File: config.mk
export PLATFORM = sky130hd
export DESIGN_NAME = tmr_tick_gen
export DESIGN_NICKNAME = d
export VERILOG_FILES = /design/src/rtl/tmr_tick_pkg.sv /design/src/rtl/tmr_rst_sync.sv /design/src/rtl/tmr_tick_regs.sv /design/src/rtl/tmr_tick_div.sv /design/src/rtl/tmr_tick_gen.sv
export SDC_FILE = /design/constraint.sdc
export NUM_CORES = 1
export LEC_CHECK = 0
export CORE_MARGIN = 2
export CORE_UTILIZATION = 40
export DETAILED_ROUTE_END_ITERATION = 12
export DONT_BUFFER_PORTS = 1
export HOLD_SLACK_MARGIN = 0.12
export RECOVER_POWER = 100
export SYNTH_ARGS = -nofsm -noshare
export SYNTH_HDL_FRONTEND = slang
export SYNTH_SLANG_ARGS = --single-unit
File: constraint.sdc
create_clock -name clk -period 5.25 [get_ports clk]
set_input_delay 0.2625 -clock clk [delete_from_list [all_inputs] [get_ports clk]]
set_output_delay 0.2625 -clock clk [all_outputs]
set_load 0.05 [all_outputs]
File: src/rtl/tmr_tick_pkg.sv
`timescale 1ns/1ps
package tmr_tick_pkg;

  localparam int unsigned REG_AW  = 5;
  localparam int unsigned REG_DW  = 32;
  localparam int unsigned STAT_IW = $clog2(REG_DW);
  localparam int unsigned PAR_W   = 3;
  localparam int unsigned PSC_W   = 3;
  localparam int unsigned PSC_MAX = 5;
  localparam int unsigned CNT_W   = 2 * PSC_MAX;

  // register addresses (word index)
  localparam logic [REG_AW-1:0] A_STATUS   = 5'd0;
  localparam logic [REG_AW-1:0] A_STOP_SET = 5'd1;
  localparam logic [REG_AW-1:0] A_STOP_CLR = 5'd2;
  localparam logic [REG_AW-1:0] A_CH_BASE  = 5'd8;
  localparam logic [REG_AW-1:0] A_OST_CTRL = 5'd16;
  localparam logic [REG_AW-1:0] A_WDT_CTRL = 5'd17;

  // stop bit positions of the two special slots
  localparam int unsigned BIT_OST = 15;
  localparam int unsigned BIT_WDT = 16;

  typedef struct packed {
    logic [PSC_W-1:0] psc;
    logic [PAR_W-1:0] par;
  } clk_ctrl_t;

  localparam int unsigned CTRL_W = $bits(clk_ctrl_t);

  // slot k: 0..nch-1 channels, nch OS timer, nch+1 watchdog
  function automatic logic [STAT_IW-1:0] stop_bit(input int unsigned k, input int unsigned nch);
    if (k < nch) return STAT_IW'(k);
    if (k == nch) return STAT_IW'(BIT_OST);
    return STAT_IW'(BIT_WDT);
  endfunction

  function automatic logic [REG_AW-1:0] ctrl_addr(input int unsigned k, input int unsigned nch);
    if (k < nch) return A_CH_BASE + REG_AW'(k);
    if (k == nch) return A_OST_CTRL;
    return A_WDT_CTRL;
  endfunction

  function automatic bit slot_present(input int unsigned k, input int unsigned nch, input bit has_ost);
    return (k < nch) || (k == nch + 1) || ((k == nch) && has_ost);
  endfunction

  // terminal count 4^n - 1, saturating at n = PSC_MAX
  function automatic logic [CNT_W-1:0] div_last(input logic [PSC_W-1:0] psc);
    logic [CNT_W-1:0] m;
    m = '0;
    for (int i = 0; i < int'(PSC_MAX); i++) begin
      if (i < int'(psc)) m[2*i +: 2] = 2'b11;
    end
    return m;
  endfunction

endpackage

File: src/rtl/tmr_rst_sync.sv
`timescale 1ns/1ps
module tmr_rst_sync (
  input  logic clk,
  input  logic rst_n,
  output logic rst_n_sync
);

  logic [1:0] sync_q;

  always_ff @(posedge clk or negedge rst_n) begin
    if (!rst_n) sync_q <= 2'b00;
    else        sync_q <= {sync_q[0], 1'b1};
  end

  assign rst_n_sync = sync_q[1];

endmodule

File: src/rtl/tmr_tick_regs.sv
`timescale 1ns/1ps
module tmr_tick_regs
  import tmr_tick_pkg::*;
#(
  parameter int unsigned NUM_CH  = 8,
  parameter bit          HAS_OST = 1'b1
) (
  input  logic                   clk,
  input  logic                   rst_n,
  input  logic                   wr_en,
  input  logic [REG_AW-1:0]      addr,
  input  logic [REG_DW-1:0]      wdata,
  output logic [REG_DW-1:0]      rdata,
  output logic [NUM_CH+1:0]      stopped,
  output clk_ctrl_t [NUM_CH+1:0] ctrl,
  output logic [NUM_CH+1:0]      ctrl_load
);

  localparam int unsigned NCLK = NUM_CH + 2;

  logic                  wr_set;
  logic                  wr_clr;
  logic [NCLK-1:0]       stop_q;
  logic [NCLK-1:0]       stop_d;
  clk_ctrl_t [NCLK-1:0]  ctrl_q;
  clk_ctrl_t [NCLK-1:0]  ctrl_d;
  logic [NCLK-1:0]       load;
  logic [NCLK-1:0][REG_DW-1:0] stat_part;
  logic [NCLK-1:0][REG_DW-1:0] rd_part;
  logic [REG_DW-1:0]     rdata_d;
  logic [REG_DW-1:0]     rdata_q;
  logic                  wdata_unused;

  assign wr_set       = wr_en && (addr == A_STOP_SET);
  assign wr_clr       = wr_en && (addr == A_STOP_CLR);
  assign wdata_unused = ^wdata;

  for (genvar k = 0; k < NCLK; k++) begin : g_slot
    localparam logic [STAT_IW-1:0] SB = stop_bit(k, NUM_CH);
    localparam logic [REG_AW-1:0]  CA = ctrl_addr(k, NUM_CH);

    if (slot_present(k, NUM_CH, HAS_OST)) begin : g_live
      assign stop_d[k]    = (wr_set && wdata[SB]) ? 1'b1 :
                            (wr_clr && wdata[SB]) ? 1'b0 : stop_q[k];
      assign load[k]      = wr_en && (addr == CA) && !stop_q[k];
      assign ctrl_d[k]    = load[k] ? clk_ctrl_t'(wdata[CTRL_W-1:0]) : ctrl_q[k];
      assign stat_part[k] = REG_DW'(stop_q[k]) << SB;
      assign rd_part[k]   = (addr == CA) ? REG_DW'(ctrl_q[k]) : '0;

      AST_STOP_SET_TAKES: assert property (@(posedge clk) disable iff (!rst_n)
        (wr_set && wdata[SB]) |=> stop_q[k]);
      AST_STOP_CLR_TAKES: assert property (@(posedge clk) disable iff (!rst_n)
        (wr_clr && wdata[SB]) |=> !stop_q[k]);
      AST_ZERO_BIT_INERT: assert property (@(posedge clk) disable iff (!rst_n)
        ((wr_set || wr_clr) && !wdata[SB]) |=> $stable(stop_q[k]));
      AST_STOPPED_CTRL_HELD: assert property (@(posedge clk) disable iff (!rst_n)
        (wr_en && (addr == CA) && stop_q[k]) |=> $stable(ctrl_q[k]));
    end else begin : g_absent
      assign stop_d[k]    = 1'b1;
      assign load[k]      = 1'b0;
      assign ctrl_d[k]    = '0;
      assign stat_part[k] = '0;
      assign rd_part[k]   = '0;
    end
  end

  always_comb begin
    rdata_d = '0;
    if (addr == A_STATUS) begin
      for (int k = 0; k < NCLK; k++) rdata_d = rdata_d | stat_part[k];
    end else begin
      for (int k = 0; k < NCLK; k++) rdata_d = rdata_d | rd_part[k];
    end
  end

  always_ff @(posedge clk or negedge rst_n) begin
    if (!rst_n) begin
      stop_q  <= '1;
      ctrl_q  <= '0;
      rdata_q <= '0;
    end else begin
      stop_q  <= stop_d;
      ctrl_q  <= ctrl_d;
      rdata_q <= rdata_d;
    end
  end

  assign rdata     = rdata_q;
  assign stopped   = stop_q;
  assign ctrl      = ctrl_q;
  assign ctrl_load = load;

endmodule

File: src/rtl/tmr_tick_div.sv
`timescale 1ns/1ps
module tmr_tick_div
  import tmr_tick_pkg::*;
(
  input  logic             clk,
  input  logic             rst_n,
  input  logic             run,
  input  logic             load,
  input  clk_ctrl_t        cfg,
  input  logic [PAR_W-1:0] parent_tick,
  output logic             tick_o
);

  logic             sel_tick;
  logic [CNT_W-1:0] last;
  logic             wrap;
  logic [CNT_W-1:0] cnt_q;
  logic [CNT_W-1:0] cnt_d;
  logic             tick_q;
  logic             tick_d;

  // lowest set select bit wins
  always_comb begin
    sel_tick = 1'b0;
    if (cfg.par[0])      sel_tick = parent_tick[0];
    else if (cfg.par[1]) sel_tick = parent_tick[1];
    else if (cfg.par[2]) sel_tick = parent_tick[2];
  end

  assign last = div_last(cfg.psc);
  assign wrap = (cnt_q == last);

  always_comb begin
    cnt_d  = cnt_q;
    tick_d = 1'b0;
    if (!run || load) begin
      cnt_d = '0;
    end else if (sel_tick) begin
      if (wrap) begin
        cnt_d  = '0;
        tick_d = 1'b1;
      end else begin
        cnt_d = cnt_q + 1'b1;
      end
    end
  end

  always_ff @(posedge clk or negedge rst_n) begin
    if (!rst_n) begin
      cnt_q  <= '0;
      tick_q <= 1'b0;
    end else begin
      cnt_q  <= cnt_d;
      tick_q <= tick_d;
    end
  end

  assign tick_o = tick_q;

  AST_GATED_QUIET: assert property (@(posedge clk) disable iff (!rst_n)
    !run |=> !tick_q);
  AST_NO_PARENT_QUIET: assert property (@(posedge clk) disable iff (!rst_n)
    (cfg.par == '0) |=> !tick_q);
  AST_CNT_BOUND: assert property (@(posedge clk) disable iff (!rst_n)
    cnt_q <= last);
  AST_LOAD_CLEARS: assert property (@(posedge clk) disable iff (!rst_n)
    load |=> ((cnt_q == '0) && !tick_q));
  AST_TICK_FROM_PARENT: assert property (@(posedge clk) disable iff (!rst_n)
    tick_q |-> $past(sel_tick && run));

endmodule

File: src/rtl/tmr_tick_gen.sv
`timescale 1ns/1ps
module tmr_tick_gen
  import tmr_tick_pkg::*;
#(
  parameter int unsigned NUM_CH  = 8,  // 6 or 8
  parameter bit          HAS_OST = 1'b1
) (
  input  logic              clk,
  input  logic              rst_n,
  input  logic              tick_pclk,
  input  logic              tick_rtc,
  input  logic              tick_ext,
  input  logic              reg_wr,
  input  logic [REG_AW-1:0] reg_addr,
  input  logic [REG_DW-1:0] reg_wdata,
  output logic [REG_DW-1:0] reg_rdata,
  output logic [NUM_CH-1:0] tick_ch,
  output logic              tick_ost,
  output logic              tick_wdt
);

  localparam int unsigned NCLK = NUM_CH + 2;

  logic                 rst_n_s;
  logic [NCLK-1:0]      stopped;
  logic [NCLK-1:0]      ctrl_load;
  clk_ctrl_t [NCLK-1:0] ctrl;
  logic [PAR_W-1:0]     parent_tick;
  logic [NCLK-1:0]      tick_all;

  assign parent_tick = {tick_ext, tick_rtc, tick_pclk};

  tmr_rst_sync u_rst (
    .clk        (clk),
    .rst_n      (rst_n),
    .rst_n_sync (rst_n_s)
  );

  tmr_tick_regs #(
    .NUM_CH  (NUM_CH),
    .HAS_OST (HAS_OST)
  ) u_regs (
    .clk       (clk),
    .rst_n     (rst_n_s),
    .wr_en     (reg_wr),
    .addr      (reg_addr),
    .wdata     (reg_wdata),
    .rdata     (reg_rdata),
    .stopped   (stopped),
    .ctrl      (ctrl),
    .ctrl_load (ctrl_load)
  );

  for (genvar k = 0; k < NCLK; k++) begin : g_div
    if (slot_present(k, NUM_CH, HAS_OST)) begin : g_on
      tmr_tick_div u_div (
        .clk         (clk),
        .rst_n       (rst_n_s),
        .run         (!stopped[k]),
        .load        (ctrl_load[k]),
        .cfg         (ctrl[k]),
        .parent_tick (parent_tick),
        .tick_o      (tick_all[k])
      );
    end else begin : g_off
      assign tick_all[k] = 1'b0;
    end
  end

  assign tick_ch  = tick_all[NUM_CH-1:0];
  assign tick_ost = tick_all[NUM_CH];
  assign tick_wdt = tick_all[NUM_CH+1];

  AST_RESET_QUIET: assert property (@(posedge clk) disable iff (!rst_n_s)
    $rose(rst_n_s) |-> (tick_all == '0));

endmodule

; ---- Word level (Yosys, flattened, before mapping)
; Index checks and enable logic that the tools add are counted.
[totals]
reg_bits = 214
input_bits = 43
elab_cells = 406
[op_classes]
add_sub_neg = 10
magnitude_cmp = 50
eq_ne = 22
mux = 171
bitwise_logic = 18
n_reduce_logical = 83
[ops]
columns = cell, n
row1 = $mux W10, 30
row2 = $or A32 B32 Y32, 9
row3 = $add A10 B1 Y10 const B, 10
row4 = $eq A10 B10 Y1, 10
row5 = $mux W2, 50
row6 = $mux W1, 80
row7 = $lt A1 B3 Y1 const A, 20
row8 = $lt A2 B3 Y1 const A, 20
row9 = $mux W6, 10
row10 = $logic_and A1 B1 Y1, 42
row11 = $eq A5 B4 Y1 const B, 8
row12 = $reduce_bool A2 Y1, 20
row13 = $mux W32, 1
row14 = $or A32 B16 Y32, 1
row15 = $or A32 B17 Y32, 1
row16 = $or A32 B3 Y32, 1
row17 = $or A32 B4 Y32, 1
row18 = $or A32 B5 Y32, 1
row19 = $or A32 B6 Y32, 1
row20 = $or A32 B7 Y32, 1
row21 = $or A32 B8 Y32, 1
row22 = $lt A3 B3 Y1 const A, 10
row23 = $eq A5 B5 Y1 const B, 2
row24 = $logic_not A1 Y1, 10
row25 = 5 further kinds, 14

; ---- Depth between registers and ports, before layout
[depth]
depth_word = 12
ltp_mapped = 7
ltp_nobuf = 6

; ---- Hierarchy
; Synthesis repeated with hierarchy kept, for this count alone.
[unflattened]
hier_cells = 1060
area_unflattened_um2 = 10918.0
[modules_own_cells]
columns = mod, n_inst, cells_per_inst, area_each_um2
row1 = tmr_tick_div, 10, 70, 673.1
row2 = tmr_tick_regs, 1, 347, 4095.2
row3 = tmr_rst_sync, 1, 3, 53.8
row4 = tmr_tick_gen, 1, 10, 37.5

; ---- Worst setup path after synthesis
; No wires, ideal clock.
[synth_timing]
path_type = register to register
from = register u_regs.ctrl_q, in the netlist u_regs.ctrl[52]
to = register g_div[8].g_on.u_div.cnt_q[0]
setup_time_ns = 0.135
arrival_time_ns = 1.724
t_required_ns = 5.115
slack_ns = 3.391
stages_incl_launch_ff = 6
n_path_buf = 0
path_cell_list = dfrtp_1 > or3_1 > a2111oi_2 > a41oi_1 > o31ai_4 > nor2_1
[synth_via]
elab_chain_len = 6
[synth_lines]
columns = element, line
row1 = start: declaration, tmr_tick_regs.sv:25  ; clk_ctrl_t [NCLK-1:0] ctrl_q;
row2 = start signal: assignment, tmr_tick_regs.sv:83  ; ctrl_q <= ctrl_d;
row3 = "$lt A1 B3 Y1, or another cell as far along", tmr_tick_pkg.sv:53  ; if (i < int'(psc)) m[2*i +: 2] = 2'b11;
row4 = $mux W2, tmr_tick_pkg.sv:53
row5 = $eq A10 B10 Y1 *, tmr_tick_div.sv:31  ; assign wrap = (cnt_q == last);
row6 = $mux W10 *, tmr_tick_div.sv:39  ; if (wrap) begin
row7 = $mux W10 *, tmr_tick_div.sv:38  ; end else if (sel_tick) begin
row8 = $mux W10 *, tmr_tick_div.sv:36  ; if (!run || load) begin
row9 = end signal: assignment, tmr_tick_div.sv:53  ; cnt_q <= cnt_d;
row10 = end: declaration, tmr_tick_div.sv:17  ; logic [CNT_W-1:0] cnt_q;
; Mark *: on every way between the ends. The rest lies on a longest branch, timed or not. The select of a mux whose other input is x is not followed.
; A chain may end at the register's enable or synchronous reset.

==> flow_metrics.py <==
metrics = {
    "outcome": {
        "status": "finished, violations left",
        "violations": "capacitance limit, slew limit",
    },
    "clock_network": {
        "clkSinkCount": 192,
        "cts_max_level": 4,
        "max-clock-path-buffers": 2,
        "clk_latency_ns": 0.44,
        "cts-root-buf": "clkbuf_16",
        "path_clk_slew_ns": 0.07,
        "cts_tree": "yes",
        "cts_made_buffers": 17,
    },
    "detailed_routing": {
        "wl_um": 24900,
        "drc_errors": 0,
        "wl_per_cell_um": 17.6,
        "via_per_inst": 5.61,
        "routed-via-count": 7949,
        "first_pass_iters": 5,
        "ant_nets": 0,
        "drt_iter0_drc": 673,
    },
    "logic_synthesis": {
        "synthFlopType": "dfrtp_1",
        "ys_types": 70,
        "synth_edf_count": 0,
        "ys_async_sr_fraction_pct": 100,
        "synthCells": 1072,
        "yosys_warnings": 0,
        "synth_top_area_cell": "dfrtp_1",
        "synthTopCellsByCount": "dfrtp_1 (182), nor2_1 (109), nand2_1 (82)",
        "syn_area_sq_um": 10500,
        "avgSynthCellArea_sq_um": 9.83,
        "synth_seq_area_share_pct": 45.7,
        "yosys-top-cells-area": "dfrtp_1 (43%), mux2_2 (7.3%), xor2_1 (4.2%), nor2_1 (3.9%), nand2_1 (2.9%)",
        "synth-seq-cells": 192,
        "yosysTopAreaCellShare_pct": 43.2,
        "synth.most_common_cell": "dfrtp_1",
    },
    "die": {
        "dieArea_sq_um": 27700,
        "floorplan.initialDensity_pct": 40.6,
        "num_rows": 59,
        "die_w_um": 166,
        "core_region_area_sq_um": 26000,
        "io-pin-count": 85,
        "die_h_um": 166,
    },
    "timing": {
        "max_freq_mhz": 344,
        "grt_setup_unrepaired": "false",
        "fin_setup_tns_ns": 0,
        "finalClockSkew_ns": 0.0115,
        "setup_viol": 0,
        "tightestPinTransition_ns": 2.68,
        "finalHoldViolCount": 0,
        "post-route-period-util_pct": 55.4,
        "finalCriticalPeriod_ns": 2.91,
        "drv_slew": 191,
        "layout_setup_ws_ns": 2.34,
        "relSlewSlack_pct": -78.5,
        "holdWs_ns": 0.108,
    },
    "hold_path": {
        "hold_class": "in2reg",
    },
    "worst_setup_path": {
        "critPathSlowestCell": "clkbuf_4",
        "arrival_ns": 2.88,
        "worstPathRequired_ns": 5.22,
        "crit_type": "reg2async",
        "cp-end-kind": "async pin",
        "crit_buf_inv": 1,
        "cp-start-kind": "flop",
        "critPathMaxFanout": 190,
        "worstPathCellList": "clkbuf_4",
        "cpLargestDelayFamily": "buffers and inverters",
        "critPathMaxStageDelay_ns": 1.68,
    },
    "placed_design": {
        "dp_hpwl_um": 16700,
        "placed_cells": 1365,
        "port_buffers": 0,
        "pre_cts_ws_ns": 2.82,
        "place.gp.congestion": 0.898,
    },
    "layout": {
        "layout-drive-gt1-share_pct": 11.5,
        "regArea_sq_um": 4820,
        "fillers": 2495,
        "multi_input_area_sq_um": 5330,
        "fin_cells": 1417,
        "layout.nets": 1119,
        "syn_to_final_growth_pct": 7.61,
    },
    "grt": {
        "grt_start_max_net_pins": 191,
        "grt_pass1_wl_um": 40800,
        "grt_overflow": 0,
        "grt_pass1_vias": 7574,
        "grtUsageTotal_pct": 18.2,
        "antenna_found_initial": 2,
    },
    "power_and_ir_drop": {
        "p_clk_share_pct": 30.0,
        "p_switching_mw": 1.46,
        "p_leak_nw": 4.94,
        "vdd_drop_max_v": 0.000168,
        "swShare_pct": 34.8,
        "intPower_mw": 2.73,
        "power_density_nw_per_um2": 370,
        "seqPwrFrac_pct": 47.7,
        "p_comb_share_pct": 22.3,
        "finalPower_mw": 4.19,
    },
    "flow_run": {
        "max_cap_violations": 1,
    },
}
cells by family after synthesis:
logic type,after synthesis,share of synthesized area [%]
compound gates,183,11.9
other cells,2,0.0713
fa+ha+maj,10,1.19
flops,192,45.7
buf+inv,70,3.66
simple gates,458,22.5
xor+xnor,70,5.82
mux,87,9.10
registers in the layout (all words and copies together) (netlist names):
name,cells
u_regs.stopped,10
g_div.g_on.u_div.cnt_q,100
u_regs.ctrl,60
u_regs.rdata,10
g_div.g_on.u_div.tick_o,10
u_rst.sync_q,2
layout make-up:
cell class / count / share of cell area [%]
sequential: 192 / 42.5
antenna: 3 / 0.0662
timing repair buffer: 18 / 1.57
clock buffer: 18 / 3.87
multi-input combinational: 831 / 47.0
inverter: 6 / 0.199
tap: 335 / 3.70
clock inverter: 14 / 1.09
per-stage QoR:
stage / cell area [sq um] / utilization (%)
after floorplan: 10600 / -
after global placement: 10700 / 41.2
after detailed placement: 10700 / 41.2
after CTS: 11400 / 43.9
after global routing: 11300 / 43.6
final: 11300 / 43.6
layer usage:
metal / up-vias / global-route usage, % / part of all wire [%]
met2: 167 / 28.5 / 46
met4: 0 / 6.07 / 1.8
met1: 3921 / 25.5 / 47
met5: - / 0 / 0
li1: 3836 / - / -
met3: 25 / 3.74 / 5.1
repair_timing:
action,4_1_cts,5_1_grt
buffers inserted,0,0
gates resized for setup,0,0
hold buffers,16,1
hold endpoints to repair,81,1
final timing paths:
kind                       cells past startpoint                   startpoint                                  endpoint  slack [ns]
min in group asynchronous                      2                        rst_n                 u_rst.sync_q[1]$_DFF_PN0_        0.58
hold reg to reg                                0    u_rst.sync_q[0]$_DFF_PN0_                 u_rst.sync_q[1]$_DFF_PN0_        0.36
max in group clk                               5  u_regs.ctrl[31]$_DFFE_PN0P_  g_div[5].g_on.u_div.cnt_q[5]$_DFFE_PN0P_        2.50
setup reg to reg                               1    u_rst.sync_q[1]$_DFF_PN0_  g_div[7].g_on.u_div.cnt_q[4]$_DFFE_PN0P_        2.34
hold / removal                                 2                       reg_wr      g_div[7].g_on.u_div.tick_o$_DFF_PN0_        0.11
setup / recovery                               1    u_rst.sync_q[1]$_DFF_PN0_  g_div[7].g_on.u_div.cnt_q[4]$_DFFE_PN0P_        2.34
power by group through the flow:
stage | Combinational [mW] | Clock (mW) | Sequential, mW
global route | 1.07 | 1.35 | 2.04
finish | 0.935 | 1.26 | 2.00
CTS | 0.967 | 1.29 | 2.00
global placement | 0.927 | 0 | 2.02
floorplan | 0.844 | 0 | 1.93
detailed placement | 0.940 | 0 | 2.03
cells in the final DEF (no fill, tap or decap), types with 20 or more instances in the layout:
| cell type | n |
|---|---|
| a21oi_1 | 51 |
| and3_1 | 27 |
| conb_1 | 23 |
| dfrtp_1 | 181 |
| mux2_2 | 68 |
| nand2_1 | 82 |
| nand3_1 | 57 |
| nand4_1 | 27 |
| nor2_1 | 116 |
| nor3_1 | 37 |
| o21ai_0 | 36 |
| xnor2_1 | 20 |
| xor2_1 | 50 |
Note: power is estimated with default switching activity, not from simulation.
